===== config.mk =====
export PLATFORM = sky130hd
export DESIGN_NAME = asram_ctrl
export DESIGN_NICKNAME = d
export VERILOG_FILES = /design/src/rtl/asram_pkg.sv /design/src/rtl/asram_wait_ctr.sv /design/src/rtl/asram_fsm.sv /design/src/rtl/asram_pins.sv /design/src/rtl/asram_ctrl.sv
export SDC_FILE = /design/constraint.sdc
export NUM_CORES = 1
export LEC_CHECK = 0
export BUFFER_PORTS_ARGS = -buffer_cell sky130_fd_sc_hd__buf_4
export CAP_MARGIN = 20
export CORE_ASPECT_RATIO = 0.5
export CORE_MARGIN = 2
export CORE_UTILIZATION = 29
export DETAILED_ROUTE_END_ITERATION = 16
export GPL_ROUTABILITY_DRIVEN = 0
export PLACE_DENSITY = 0.63
export RECOVER_POWER = 25
export SETUP_SLACK_MARGIN = 0.3
export SLEW_MARGIN = 5
export SYNTH_ARGS = -nofsm -noshare
export SYNTH_HDL_FRONTEND = slang
export SYNTH_SLANG_ARGS = --single-unit

===== constraint.sdc =====
create_clock -name clk -period 2.2 [get_ports clk]
set_clock_uncertainty 0.05 [all_clocks]
set_input_delay 0.11 -clock clk [delete_from_list [all_inputs] [get_ports clk]]
set_output_delay 0.11 -clock clk [all_outputs]
set_load 0.02 [all_outputs]

===== src/rtl/asram_pkg.sv =====
package asram_pkg;

  typedef enum logic [2:0] {
    PH_IDLE   = 3'd0,
    PH_SETUP  = 3'd1,
    PH_ACCESS = 3'd2,
    PH_HOLD   = 3'd3,
    PH_DONE   = 3'd4
  } phase_t;

endpackage


===== src/rtl/asram_wait_ctr.sv =====
module asram_wait_ctr #(
  parameter int WAIT_CYC = 2
) (
  input  logic clk,
  input  logic rst,
  input  logic load,
  input  logic run,
  output logic last
);
  localparam int CW = (WAIT_CYC < 2) ? 1 : $clog2(WAIT_CYC + 1);
  localparam logic [CW-1:0] START = CW'(WAIT_CYC - 1);

  logic [CW-1:0] cnt;

  always_ff @(posedge clk) begin
    if (rst) begin
      cnt <= '0;
    end else if (load) begin
      cnt <= START;
    end else if (run && cnt != '0) begin
      cnt <= cnt - CW'(1);
    end
  end

  assign last = (cnt == '0);

  AST_CTR_BOUND: assert property (@(posedge clk) disable iff (rst)
    cnt <= START);
endmodule


===== src/rtl/asram_fsm.sv =====
module asram_fsm
  import asram_pkg::*;
(
  input  logic   clk,
  input  logic   rst,
  input  logic   req_valid,
  input  logic   req_any_lane,
  input  logic   wait_last,
  output phase_t phase,
  output logic   accept,
  output logic   ctr_load,
  output logic   ctr_run
);
  phase_t phase_nxt;

  assign accept   = (phase == PH_IDLE) && req_valid;
  assign ctr_load = (phase == PH_SETUP);
  assign ctr_run  = (phase == PH_ACCESS);

  always_comb begin
    phase_nxt = phase;
    unique case (phase)
      PH_IDLE:   if (accept) phase_nxt = req_any_lane ? PH_SETUP : PH_DONE;
      PH_SETUP:  phase_nxt = PH_ACCESS;
      PH_ACCESS: if (wait_last) phase_nxt = PH_HOLD;
      PH_HOLD:   phase_nxt = PH_DONE;
      PH_DONE:   phase_nxt = PH_IDLE;
      default:   phase_nxt = PH_IDLE;
    endcase
  end

  always_ff @(posedge clk) begin
    if (rst) phase <= PH_IDLE;
    else     phase <= phase_nxt;
  end

  AST_DONE_RETURNS: assert property (@(posedge clk) disable iff (rst)
    (phase == PH_DONE) |=> (phase == PH_IDLE));
  AST_ACCEPT_ONLY_IDLE: assert property (@(posedge clk) disable iff (rst)
    (phase != PH_IDLE) |=> (phase != PH_SETUP) || ($past(phase) == PH_IDLE));
endmodule


===== src/rtl/asram_pins.sv =====
module asram_pins
  import asram_pkg::*;
#(
  parameter int ADDR_W = 18,
  parameter int DATA_W = 16,
  parameter int LANES  = DATA_W / 8
) (
  input  logic              clk,
  input  logic              rst,
  input  phase_t            phase,
  input  logic              accept,
  input  logic              wait_last,
  input  logic              req_write,
  input  logic [ADDR_W-1:0] req_addr,
  input  logic [DATA_W-1:0] req_wdata,
  input  logic [LANES-1:0]  req_mask,
  input  logic [DATA_W-1:0] dq_in,
  output logic [ADDR_W-1:0] mem_addr,
  output logic              mem_ce_n,
  output logic              mem_we_n,
  output logic              mem_oe_n,
  output logic [LANES-1:0]  mem_be_n,
  output logic              dq_oe,
  output logic [DATA_W-1:0] dq_out,
  output logic [DATA_W-1:0] rsp_rdata,
  output logic              rsp_rdata_valid,
  output logic              rsp_done
);
  logic [ADDR_W-1:0] addr_q;
  logic [DATA_W-1:0] wdata_q;
  logic [DATA_W-1:0] rdata_q;
  logic [LANES-1:0]  mask_q;
  logic              wr_q;
  logic [DATA_W-1:0] lane_bits;
  logic              busy;
  logic              strobe;

  for (genvar g = 0; g < LANES; g++) begin : g_lane
    assign lane_bits[g*8 +: 8] = {8{mask_q[g]}};
  end

  always_ff @(posedge clk) begin
    if (rst) begin
      addr_q  <= '0;
      wdata_q <= '0;
      mask_q  <= '0;
      wr_q    <= 1'b0;
      rdata_q <= '0;
    end else if (accept) begin
      addr_q  <= req_addr;
      wdata_q <= req_wdata;
      mask_q  <= req_mask;
      wr_q    <= req_write;
      rdata_q <= '0;
    end else if (phase == PH_ACCESS && !wr_q && wait_last) begin
      rdata_q <= dq_in & lane_bits;
    end
  end

  assign busy   = (phase == PH_SETUP) || (phase == PH_ACCESS) || (phase == PH_HOLD);
  assign strobe = (phase == PH_ACCESS);

  assign mem_addr        = addr_q;
  assign mem_ce_n        = !busy;
  assign mem_we_n        = !(strobe && wr_q);
  assign mem_oe_n        = !(strobe && !wr_q);
  assign mem_be_n        = busy ? ~mask_q : '1;
  assign dq_oe           = busy && wr_q;
  assign dq_out          = wdata_q;
  assign rsp_done        = (phase == PH_DONE);
  assign rsp_rdata_valid = rsp_done && !wr_q;
  assign rsp_rdata       = rdata_q;

  AST_STROBE_EXCL: assert property (@(posedge clk) disable iff (rst)
    !(!mem_we_n && !mem_oe_n));
  AST_NO_CONTENTION: assert property (@(posedge clk) disable iff (rst)
    !(dq_oe && !mem_oe_n));
  AST_RELEASE_FIRST: assert property (@(posedge clk) disable iff (rst)
    $fell(mem_oe_n) |-> $past(!dq_oe));
  AST_WE_SETUP: assert property (@(posedge clk) disable iff (rst)
    $fell(mem_we_n) |-> ($past(!mem_ce_n) && $stable(mem_addr) && $stable(mem_be_n)));
  AST_WE_HOLD: assert property (@(posedge clk) disable iff (rst)
    $rose(mem_we_n) |-> (!mem_ce_n && dq_oe && $stable(mem_addr) && $stable(mem_be_n)));
  AST_WDATA_STABLE: assert property (@(posedge clk) disable iff (rst)
    (!mem_we_n && $past(!mem_we_n)) |-> ($stable(dq_out) && dq_oe));
  AST_DESELECT_DONE: assert property (@(posedge clk) disable iff (rst)
    rsp_done |-> mem_ce_n);
  AST_VALID_PULSE: assert property (@(posedge clk) disable iff (rst)
    rsp_rdata_valid |=> !rsp_rdata_valid);
endmodule


===== src/rtl/asram_ctrl.sv =====
module asram_ctrl
  import asram_pkg::*;
#(
  parameter int ADDR_W   = 18,
  parameter int DATA_W   = 16,
  parameter int WAIT_CYC = 2,
  localparam int LANES   = DATA_W / 8
) (
  input  logic              clk,
  input  logic              rst,
  input  logic              req_valid,
  output logic              req_ready,
  input  logic              req_write,
  input  logic [ADDR_W-1:0] req_addr,
  input  logic [DATA_W-1:0] req_wdata,
  input  logic [LANES-1:0]  req_mask,
  output logic [DATA_W-1:0] rsp_rdata,
  output logic              rsp_rdata_valid,
  output logic              rsp_done,
  output logic [ADDR_W-1:0] mem_addr,
  output logic              mem_ce_n,
  output logic              mem_we_n,
  output logic              mem_oe_n,
  output logic [LANES-1:0]  mem_be_n,
  output logic              dq_oe,
  output logic [DATA_W-1:0] dq_out,
  input  logic [DATA_W-1:0] dq_in
);
  phase_t phase;
  logic   accept;
  logic   ctr_load;
  logic   ctr_run;
  logic   wait_last;

  assign req_ready = (phase == PH_IDLE);

  asram_fsm u_fsm (
    .clk          (clk),
    .rst          (rst),
    .req_valid    (req_valid),
    .req_any_lane (|req_mask),
    .wait_last    (wait_last),
    .phase        (phase),
    .accept       (accept),
    .ctr_load     (ctr_load),
    .ctr_run      (ctr_run)
  );

  asram_wait_ctr #(.WAIT_CYC(WAIT_CYC)) u_wait (
    .clk  (clk),
    .rst  (rst),
    .load (ctr_load),
    .run  (ctr_run),
    .last (wait_last)
  );

  asram_pins #(.ADDR_W(ADDR_W), .DATA_W(DATA_W), .LANES(LANES)) u_pins (
    .clk             (clk),
    .rst             (rst),
    .phase           (phase),
    .accept          (accept),
    .wait_last       (wait_last),
    .req_write       (req_write),
    .req_addr        (req_addr),
    .req_wdata       (req_wdata),
    .req_mask        (req_mask),
    .dq_in           (dq_in),
    .mem_addr        (mem_addr),
    .mem_ce_n        (mem_ce_n),
    .mem_we_n        (mem_we_n),
    .mem_oe_n        (mem_oe_n),
    .mem_be_n        (mem_be_n),
    .dq_oe           (dq_oe),
    .dq_out          (dq_out),
    .rsp_rdata       (rsp_rdata),
    .rsp_rdata_valid (rsp_rdata_valid),
    .rsp_done        (rsp_done)
  );

  AST_READY_IDLE_DESELECT: assert property (@(posedge clk) disable iff (rst)
    req_ready |-> (mem_ce_n && mem_we_n && mem_oe_n && !dq_oe));
  AST_ACCEPT_DROPS_READY: assert property (@(posedge clk) disable iff (rst)
    (req_valid && req_ready) |=> !req_ready);
endmodule


==> impl.org, run 1 <==
** Floorplanning
- The total area inside the core boundary comes to 7490 um^2.
- Number of rows in the core area :: 22
- The die is 130 um wide.
- Die outline height :: 66.9 um
- The initial utilization of the core area, before any placement, comes to 0.306.
- Number of placed I/O pins :: 115
- The die covers 8680 um^2.

** Power and ir drop
- Leakage component of the power :: 1.53 nW
- Largest vdd supply drop :: 413 uV
- Power spread over the standard cell area amounts to 842 nW/um^2.

** Global routing
- Entering global routing, the biggest net connects 44 pins.
- The first global-routing pass estimated 10,600 um of wire.
- Antenna violations before repair :: 0
- The via count of the first global-routing pass was 2,245.
- GRT Resource Usage Total :: 0.157
- The total overflow left after global routing is 0.

** Routing
- After detailed routing, the average wire length per cell comes to 12.5 um.
- Before antenna repair, the detailed router went through 4 iterations.
- Detailed-route wire length :: 6710 um
- Number of design-rule violations left by the first detailed-router iteration :: 137
- Final ANT Viol Nets :: 0
- After detailed routing, the number of remaining DRC violations is 0.
- Vias per inst :: 4.51
- Vias :: 2,420

** Yosys
- After synthesis, the largest family of logic cells by area is simple AND/OR/NAND/NOR gates.
- Post-Syn Area :: 2290 um^2
- Of all cell types, the one taking the most synthesized area is sky130_fd_sc_hd__dfxtp_1.
- The most used flip-flop cell after synthesis is sky130_fd_sc_hd__dfxtp_1.
- After synthesis, the cell types taking the most area are sky130_fd_sc_hd__dfxtp_1 51%, sky130_fd_sc_hd__nand2_1 13%, sky130_fd_sc_hd__a21oi_1 11%.
- The synthesized netlist contains 33 unique library cells.
- The synthesized design contains 0 enable-type register cells.
- Proportion of synthesized chip area in sequential cells :: 0.506
- Synthesis warning total :: 0
- Synthesis handed over a netlist of 279 instances.
- Syn_area_per_cell :: 8.22 um^2
- After synthesis, the share of cell area in mux cells is 0.
- Of the total synthesized cell area, the portion taken by full adders, half adders and majority gates is 0.00545.
- Net count after synthesis :: 336
- Count of state elements after synthesis :: 58
- The synthesized-area fraction occupied by ao, oa, aoi and oai cells is 0.178.
- The share of synthesized area in the top cell type comes to 0.506.
- Of the total synthesized cell area, the portion taken by XOR and XNOR cells is 0.00382.
- Area share of and/or/nand/nor cells after synthesis :: 0.240
- FFs w/ async S/R, synth :: 0

** STA
- Post-Route Setup TNS :: 0 ps
- Fin. Hold Viols :: 0
- The number of max-slew violations in the final report came to 0.
- Min cycle time layout :: 1680 ps
- Measured against its own limit, the worst slew margin works out to 0.686.
- Setup violations remaining at the end of the flow were counted as 0.
- Slew at the pin closest to its max-slew limit :: 471 ps
- Fraction of the cycle the final worst path needs :: 0.764
- Setup repair after global routing missed its margin :: no
- Peak clock frequency supported by timing :: 595 MHz

** Finish
- NumNets Final :: 481
- Summing all flip-flop and latch instances after layout gives 1160 um^2.
- # diodes :: 0
- Fill cells in the final layout number 745.
- The area growth from synthesis to layout is 63.8%.
- Share of post-route cells with drive strength above 1 :: 0.276
- The count of cells in the finished layout, fillers not included, comes to 536.
- Area occupied by multi-input gates :: 981 um^2

** CTS
- Maximum root-to-sink buffer count :: 2
- TritonCTS clock tree :: done
- The H-tree was split into 3 levels.
- Count of clock tree sinks :: 58
- The root buffer cell chosen for the clock tree is sky130_fd_sc_hd__clkbuf_16.
- The number of clock buffers added by TritonCTS is 9.
- Clock input transition at the sequential cells of the worst setup and hold paths :: 50 ps
- Once the clock tree was built, the setup fixing pass inserted 0 buffers.
- At the later pin of the worst-skew pair, clock insertion delay measures 320 ps.

** Worst setup path
- For the worst setup path, the data required time is 2040 ps.
- Kind of critical path :: flop to primary output
- Ordered list of cells on the worst path :: buf_4, nor2_1, nor2_1, and2_1, buf_4
- The largest single stage delay on the critical path is 310 ps.
- The critical path contains buffers and inverters numbering 2 combined.
- Worst setup SP type :: flop
- On the critical path the largest part of the delay comes from simple AND/OR/NAND/NOR gates.
- On the critical path, the stage with the largest delay is an instance of sky130_fd_sc_hd__dfxtp_1.
- For the worst setup path, the data arrival time is 1520 ps.
- Largest fanout of any net on the critical path :: 12
- Crit end category :: primary output

** Placement
- Number of instances in the placed design :: 485
- Summed over all nets, the half-perimeter wirelength after detailed placement is 4190 um.
- PortBufs :: 114

** Worst hold path
- Class of the worst hold path :: input pin to flop

** Run status
- Status :: complete, no violations

** Job
- Max-cap check violation count :: 0
-- power by group --
group          internal (mW)  switching (mW)
sequential              1.13          0.0555
clock                  0.872           0.447
combinational          0.279           0.381
total                   2.28           0.883
-- per-stage QoR --
stage | setup WS, ps | area [um^2] | hold WS [ps] | util | power (mW)
floorplan | 667 | 2290 | 196 | - | 1.58
global placement | 545 | 3210 | 310 | 0.429 | 1.83
detailed placement | 530 | 3210 | 316 | 0.429 | 1.84
CTS | 351 | 3860 | 8.61 | 0.516 | 3.21
global route | 418 | 3760 | 15.7 | 0.502 | 3.33
finish | 520 | 3760 | 22.2 | 0.502 | 3.16
-- cell type report --
class / instances / area share
Clock buffer: 13 / 0.0746
Clock inverter: 2 / 0.00266
Inverter: 5 / 0.00499
Multi-Input combinational cell: 192 / 0.261
Sequential cell: 58 / 0.309
Tap cell: 108 / 0.0360
Timing Repair Buffer: 158 / 0.312
-- layout by cell type, fill, tap and decap left out, drive strengths merged --
master,instances
nand2,77
a21oi,54
nor3b,1
a31o,1
inv,5
nor2b,2
and3b,1
nor4,1
ha,1
and2,2
a21o,1
xnor2,1
nand4,16
a22oi,1
nand3,1
o21ai,18
clkinv,2
buf,94
a221oi,1
a2111oi,1
clkbuf,41
nor2,4
dlygate4sd3,36
dfxtp,58
or4b,1
nor3,3
nand2b,1
nor4b,3
-- synthesized netlist by cell type (3+ instances only) --
cell type                   n
sky130_fd_sc_hd__a21oi_1   52
sky130_fd_sc_hd__buf_2      7
sky130_fd_sc_hd__buf_6      4
sky130_fd_sc_hd__clkbuf_1  11
sky130_fd_sc_hd__dfxtp_1   58
sky130_fd_sc_hd__inv_1      3
sky130_fd_sc_hd__nand2_1   77
sky130_fd_sc_hd__nand4_1   16
sky130_fd_sc_hd__nor2_1     4
sky130_fd_sc_hd__nor3_1     3
sky130_fd_sc_hd__o21ai_0   17
-- timing repair --
item	4_1_cts	5_1_grt
endpoints found under the hold margin	36	0
setup endpoints to repair	0	5
resized for setup	0	1
hold buffers	36	0
-- final timing paths --
path	to	startpoint	depth (start not counted)	slack, ps
hold / removal	u_pins.mask_q[0]$_SDFFE_PP0P_	req_mask[0]	3	20
setup / recovery	dq_oe	u_fsm.phase[0]$_SDFFE_PP0P_	5	520
setup reg to reg	u_pins.dq_out[13]$_SDFFE_PP0P_	u_fsm.phase[1]$_SDFFE_PP0P_	4	620
hold reg to reg	u_pins.dq_out[6]$_SDFFE_PP0P_	u_pins.dq_out[6]$_SDFFE_PP0P_	2	400
-- per-layer routing --
metal	GRT usage	share of wire	routed length [um]
met5	0	0	0
met4	0.0484	0.011	75
met3	0.0586	0.049	331
met2	0.272	0.50	3320
met1	0.183	0.44	2980
-- state kept, by name, summed over array words and instances (netlist names) --
name and flops:
u_pins.mem_addr 18, u_pins.dq_out 16, u_pins.rsp_rdata 16, u_fsm.phase 3, u_pins.mask_q 2, u_wait.cnt 2
u_pins.wr_q 1
-- logic make-up (layout without fill, tap and decap cells) --
kind of cell             Yosys count  count (layout)
buffers and inverters             29             178
AO/OA/AOI/OAI                     77              77
AND/OR/NAND/NOR                  113             113
XOR/XNOR                           1               1
adder cells (fa/ha/maj)            1               1
flip-flops                        58              58
-- worst register-to-register path: stages (launching register included) --
cell and delay (ps):
sky130_fd_sc_hd__dfxtp_2 400, sky130_fd_sc_hd__or4b_1 510, sky130_fd_sc_hd__buf_4 270, sky130_fd_sc_hd__nand2_1 130
sky130_fd_sc_hd__a21oi_1 70
Note: power is estimated with default switching activity, not from simulation.
==> run 2: changes to the inputs <==
--- a/config.mk
+++ b/config.mk
@@ -5,6 +5,7 @@
 export SDC_FILE = /design/constraint.sdc
 export NUM_CORES = 1
 export LEC_CHECK = 0
+export ABC_AREA = 1
 export BUFFER_PORTS_ARGS = -buffer_cell sky130_fd_sc_hd__buf_4
 export CAP_MARGIN = 20
 export CORE_ASPECT_RATIO = 0.5
@@ -12,7 +13,7 @@
 export CORE_UTILIZATION = 29
 export DETAILED_ROUTE_END_ITERATION = 16
 export GPL_ROUTABILITY_DRIVEN = 0
-export PLACE_DENSITY = 0.63
+export PLACE_DENSITY = 0.61
 export RECOVER_POWER = 25
 export SETUP_SLACK_MARGIN = 0.3
 export SLEW_MARGIN = 5
==> constraint.sdc (replaced) <==
create_clock -name clk -period 1.6 [get_ports clk]
set_clock_uncertainty 0.05 [all_clocks]
set_input_delay 0.08 -clock clk [delete_from_list [all_inputs] [get_ports clk]]
set_output_delay 0.08 -clock clk [all_outputs]
set_load 0.02 [all_outputs]
==> impl.org, run 2 <==
** Floorplanning
- The effective utilization at floorplan was 0.301 (-0.00580).
- Die outline height :: 71.3 um (+6.6%)
- Number of rows in the core area :: 24 (+9.1%)
- Core ar. :: 8740 um^2 (+17%)
- Die Wd :: 139 um (+6.8%)
- Full die area :: 9880 um^2 (+14%)
- Number of placed I/O pins :: 115 (unchanged)

** Worst setup path
- The top fanout value on the critical path came to 5 (-7).
- Crit Reg-Reg Startpoint :: u_fsm.phase[0]$_SDFFE_PP0P_
- Data arrival time of the critical path :: 1250 ps (-270 ps)
- The required time reported for the critical path endpoint was 1470 ps (-570 ps).
- Worst setup SP type :: flop
- Worst-case reg-to-reg path depth :: 6 (+2)
- Crit path from :: u_fsm.phase[0]$_SDFFE_PP0P_
- By startpoint and endpoint, the worst setup path is classified as flop to primary output.
- STA classifies the critical path endpoint as a primary output.

** Power and ir drop
- Largest vdd supply drop :: 597 uV (+45%)
- Clock network fraction of total power :: 0.398 (-0.019)
- Sw Share :: 0.308 (+0.0285)
- Combinational fraction of design power :: 0.287 (+0.078)
- The ratio of total power to cell area is 1210 nW/um^2 (+43%).
- The net load switching power was 1.66 mW (+88%).
- The power consumption was 5.39 mW (+71%).
- The static leakage is 1.92 nW (+25%).
- Internal Dissipation :: 3.73 mW (+64%)
- The sequential group share of total power was 0.316 (-0.058).

** Routing
- The overall routed net length was 8150 um (+22%).
- The post-route antenna net violation count was 0 (unchanged).
- The remaining routing DRC violations is 0 (unchanged).
- Vias :: 2,787 (+15%)
- Vias per inst :: 4.44 (-1.7%)
- The violation count after the first detailed-route iteration was 97 (-29%).
- The number of optimization iterations in the first detailed-route pass came to 4 (unchanged).
- The wire length per cell after detailed routing came to 13.0 um (+3.7%).

** CTS
- The clock-pin slew reported for the worst setup and hold paths after clock tree synthesis came to 50 ps (about the same).
- The clock latency on the worst-skew pair came to 320 ps (about the same).
- Count of clock tree sinks :: 58 (unchanged)
- The tree is rooted in a sky130_fd_sc_hd__clkbuf_16.
- The number of H-tree branching levels was 3 (unchanged).
- Inserted Clock Buffers :: 9 (unchanged)
- Maximum root-to-sink buffer count :: 2 (unchanged)
- TritonCTS clock tree :: done

** STA
- Post-Route Hold Slack :: 24.8 ps (+2.54 ps)
- Max_slew headroom :: 0.749 (+0.0631)
- Peak clock frequency supported by timing :: 726 MHz
- The count of endpoints failing hold in the final timing report came to 0 (unchanged).
- Setup slack after layout :: 223 ps (-297 ps)
- The worst path needs 1380 ps of the cycle, external delays included.
- The number of max-slew violations in the final report came to 0 (unchanged).
- The actual transition at the worst max-transition pin came to 376 ps (-95.2 ps).
- Setup repair after global routing could not meet its margin everywhere.
- Count of endpoints failing setup in the final report :: 0 (unchanged)
- Fraction of the cycle the final worst path needs :: 0.860
- The setup TNS is 0 ps (unchanged).

** Finish
- Post-route insts no fill :: 628 (+17%)
- Top library cells by usage in the layout, fill and taps aside :: 91 x sky130_fd_sc_hd__buf_4, 61 x sky130_fd_sc_hd__nand2_1, 53 x sky130_fd_sc_hd__dfxtp_1, 46 x sky130_fd_sc_hd__dlygate4sd3_1, 39 x sky130_fd_sc_hd__nand3_1
- Area occupied by multi-input gates :: 1240 um^2 (+27%)
- Flip-flop count of the largest register after layout :: 18 (unchanged)
- NumNets Final :: 563 (+17%)
- The number of fillers in the final layout was 842 (+13%).
- The proportion of layout cells with a drive suffix above 1 is 0.382 (+0.106).
- Area overhead of the layout relative to synthesis :: 70.2%
- Leaving out fill and tap cells, the most frequent cell in the layout is sky130_fd_sc_hd__buf_4.
- The total inserted antenna cells was 0 (unchanged).
- The register area was 1170 um^2 (+0.86%).

** Yosys
- The part of the Yosys area used for sequential elements is 0.442 (-0.0641).
- Among all flip-flop cells after synthesis, the most frequent one is sky130_fd_sc_hd__dfxtp_1.
- Summed over all instances, the cell type with the most area after synthesis is sky130_fd_sc_hd__dfxtp_1.
- The post-synth net total is 394 (+17%).
- Fraction of synthesized cell area taken by the top area cell type :: 0.442 (-0.0641)
- The fraction of registers with async set or reset after synthesis came to 0 (unchanged).
- The count of unique library cells instantiated by Yosys is 26 (-21%).
- Dominant cell by count in the synthesized netlist :: sky130_fd_sc_hd__nand2_1
- The number of flops mapped to enable cells by yosys is 0 (unchanged).
- The total standard cell area after synthesis came to 2630 um^2 (+15%).
- Sorting the synthesized cells by area gives the leading types as sky130_fd_sc_hd__dfxtp_1 44%, sky130_fd_sc_hd__nand2_1 9.4%, sky130_fd_sc_hd__nand3_1 7.6%.
- Synthesis warning total :: 0 (unchanged)
- The post-synthesis cell count came to 337 (+21%).
- The mean area per synthesized cell came to 7.80 um^2 (-5.2%).
- Count of state elements after synthesis :: 58 (unchanged)
- Most common library cells after synthesis :: 66 x sky130_fd_sc_hd__nand2_1, 58 x sky130_fd_sc_hd__dfxtp_1, 40 x sky130_fd_sc_hd__nand3_1

** Global routing
- The number of antenna violations at the first check in global routing is 0 (unchanged).
- Global-route wire length before repair :: 12,900 um (+22%)
- The via count of the first global-routing pass was 2,641 (+18%).
- Largest net degree at the start of global routing :: 35 (-20%)
- GR Util met3 :: 0.0575 (-0.00115)
- GR met2 Demand/Resource :: 0.287 (+0.0143)
- Total global routing overflow :: 0 (unchanged)
- Highest-utilization routing layer at the global route stage :: met2
- The total routing resource utilization after global routing is 0.167 (+0.00939).
- GR met1 Demand/Resource :: 0.198 (+0.0146)

** Worst hold path
- The path class of the tightest hold or removal check is input pin to flop.
- Startpoint of the worst hold path :: req_valid
- WHS Path Cells :: 3 (unchanged)

** Placement
- PortBufs :: 114 (unchanged)
- Minimum setup slack after placement :: 199 ps (-331 ps)
- Half-perimeter wire length of the detailed placement result :: 4790 um (+14%)
- The placed instance count is 553 (+14%).

** Run status
- The flow ran to the end, and the final reports show no timing, DRC or antenna violations.

** Job
- The number of maximum-capacitance constraint violations is 0 (unchanged).
-- run 2: worst max-delay path, stage by stage, from the launching register on --
cell and delay, ps:
sky130_fd_sc_hd__dfxtp_4 360, sky130_fd_sc_hd__nor2_4 180, sky130_fd_sc_hd__inv_2 80, sky130_fd_sc_hd__nor3_2 140, sky130_fd_sc_hd__buf_4 170
-- run 2: final timing paths --
kind	slack, ps	end
min reg2reg	410	u_pins.mem_addr[9]$_SDFFE_PP0P_
min	20	u_pins.mask_q[1]$_SDFFE_PP0P_
max reg2reg	250	u_pins.wr_q$_SDFFE_PP0P_
max	220	rsp_rdata_valid
-- run 2: cells by family (layout without fill, tap and decap cells) --
logic type	count (synthesis)	in the layout	synth area share
buffers and inverters	59	232	0.120
adders and majority gates	1	1	0.00476
DFF	58	58	0.442
and+or+nand+nor	169	170	0.309
AOI/OAI and AO/OA	50	50	0.124
-- run 2: metal layers --
metal | up-vias | wire length [um]
li1 | 1423 | -
met1 | 1271 | 3610
met2 | 84 | 3950
met3 | 9 | 461
met4 | 0 | 131
met5 | - | 0
-- run 2: per-stage QoR --
stage,area [um^2],util
finish,4470,0.512
global route,4470,0.512
global placement,3510,0.402
CTS,4490,0.514
floorplan,2630,-
detailed placement,3510,0.402
-- run 2: repair_timing --
item / CTS / global route
buffers inserted: 9 / 1
pin swaps: 3 / 2
cloned: 2 / 1
hold endpoints to repair: 46 / 0
hold buffers: 46 / 0
resized for setup: 30 / 26
setup endpoints to repair: 61 / 62
-- run 2: power by group through the flow --
stage | registers, mW | logic [mW] | clock network, mW
4_1_cts | 1.70 | 1.53 | 2.20
2_1_floorplan | 1.85 | 0.747 | 0
3_3_place_gp | 1.72 | 1.25 | 0
3_5_place_dp | 1.72 | 1.26 | 0
6_report | 1.70 | 1.55 | 2.14
5_1_grt | 1.72 | 1.68 | 2.29
-- run 2: final cells by class --
class                   instances  share of cell area
clock buffers                  12              0.0596
clock inverters                 4              0.0162
inverters                      36              0.0336
multi-input cells             221               0.278
flip-flops and latches         58               0.262
well taps                     117              0.0327
repair buffers                178               0.315
repair inverters                2             0.00280
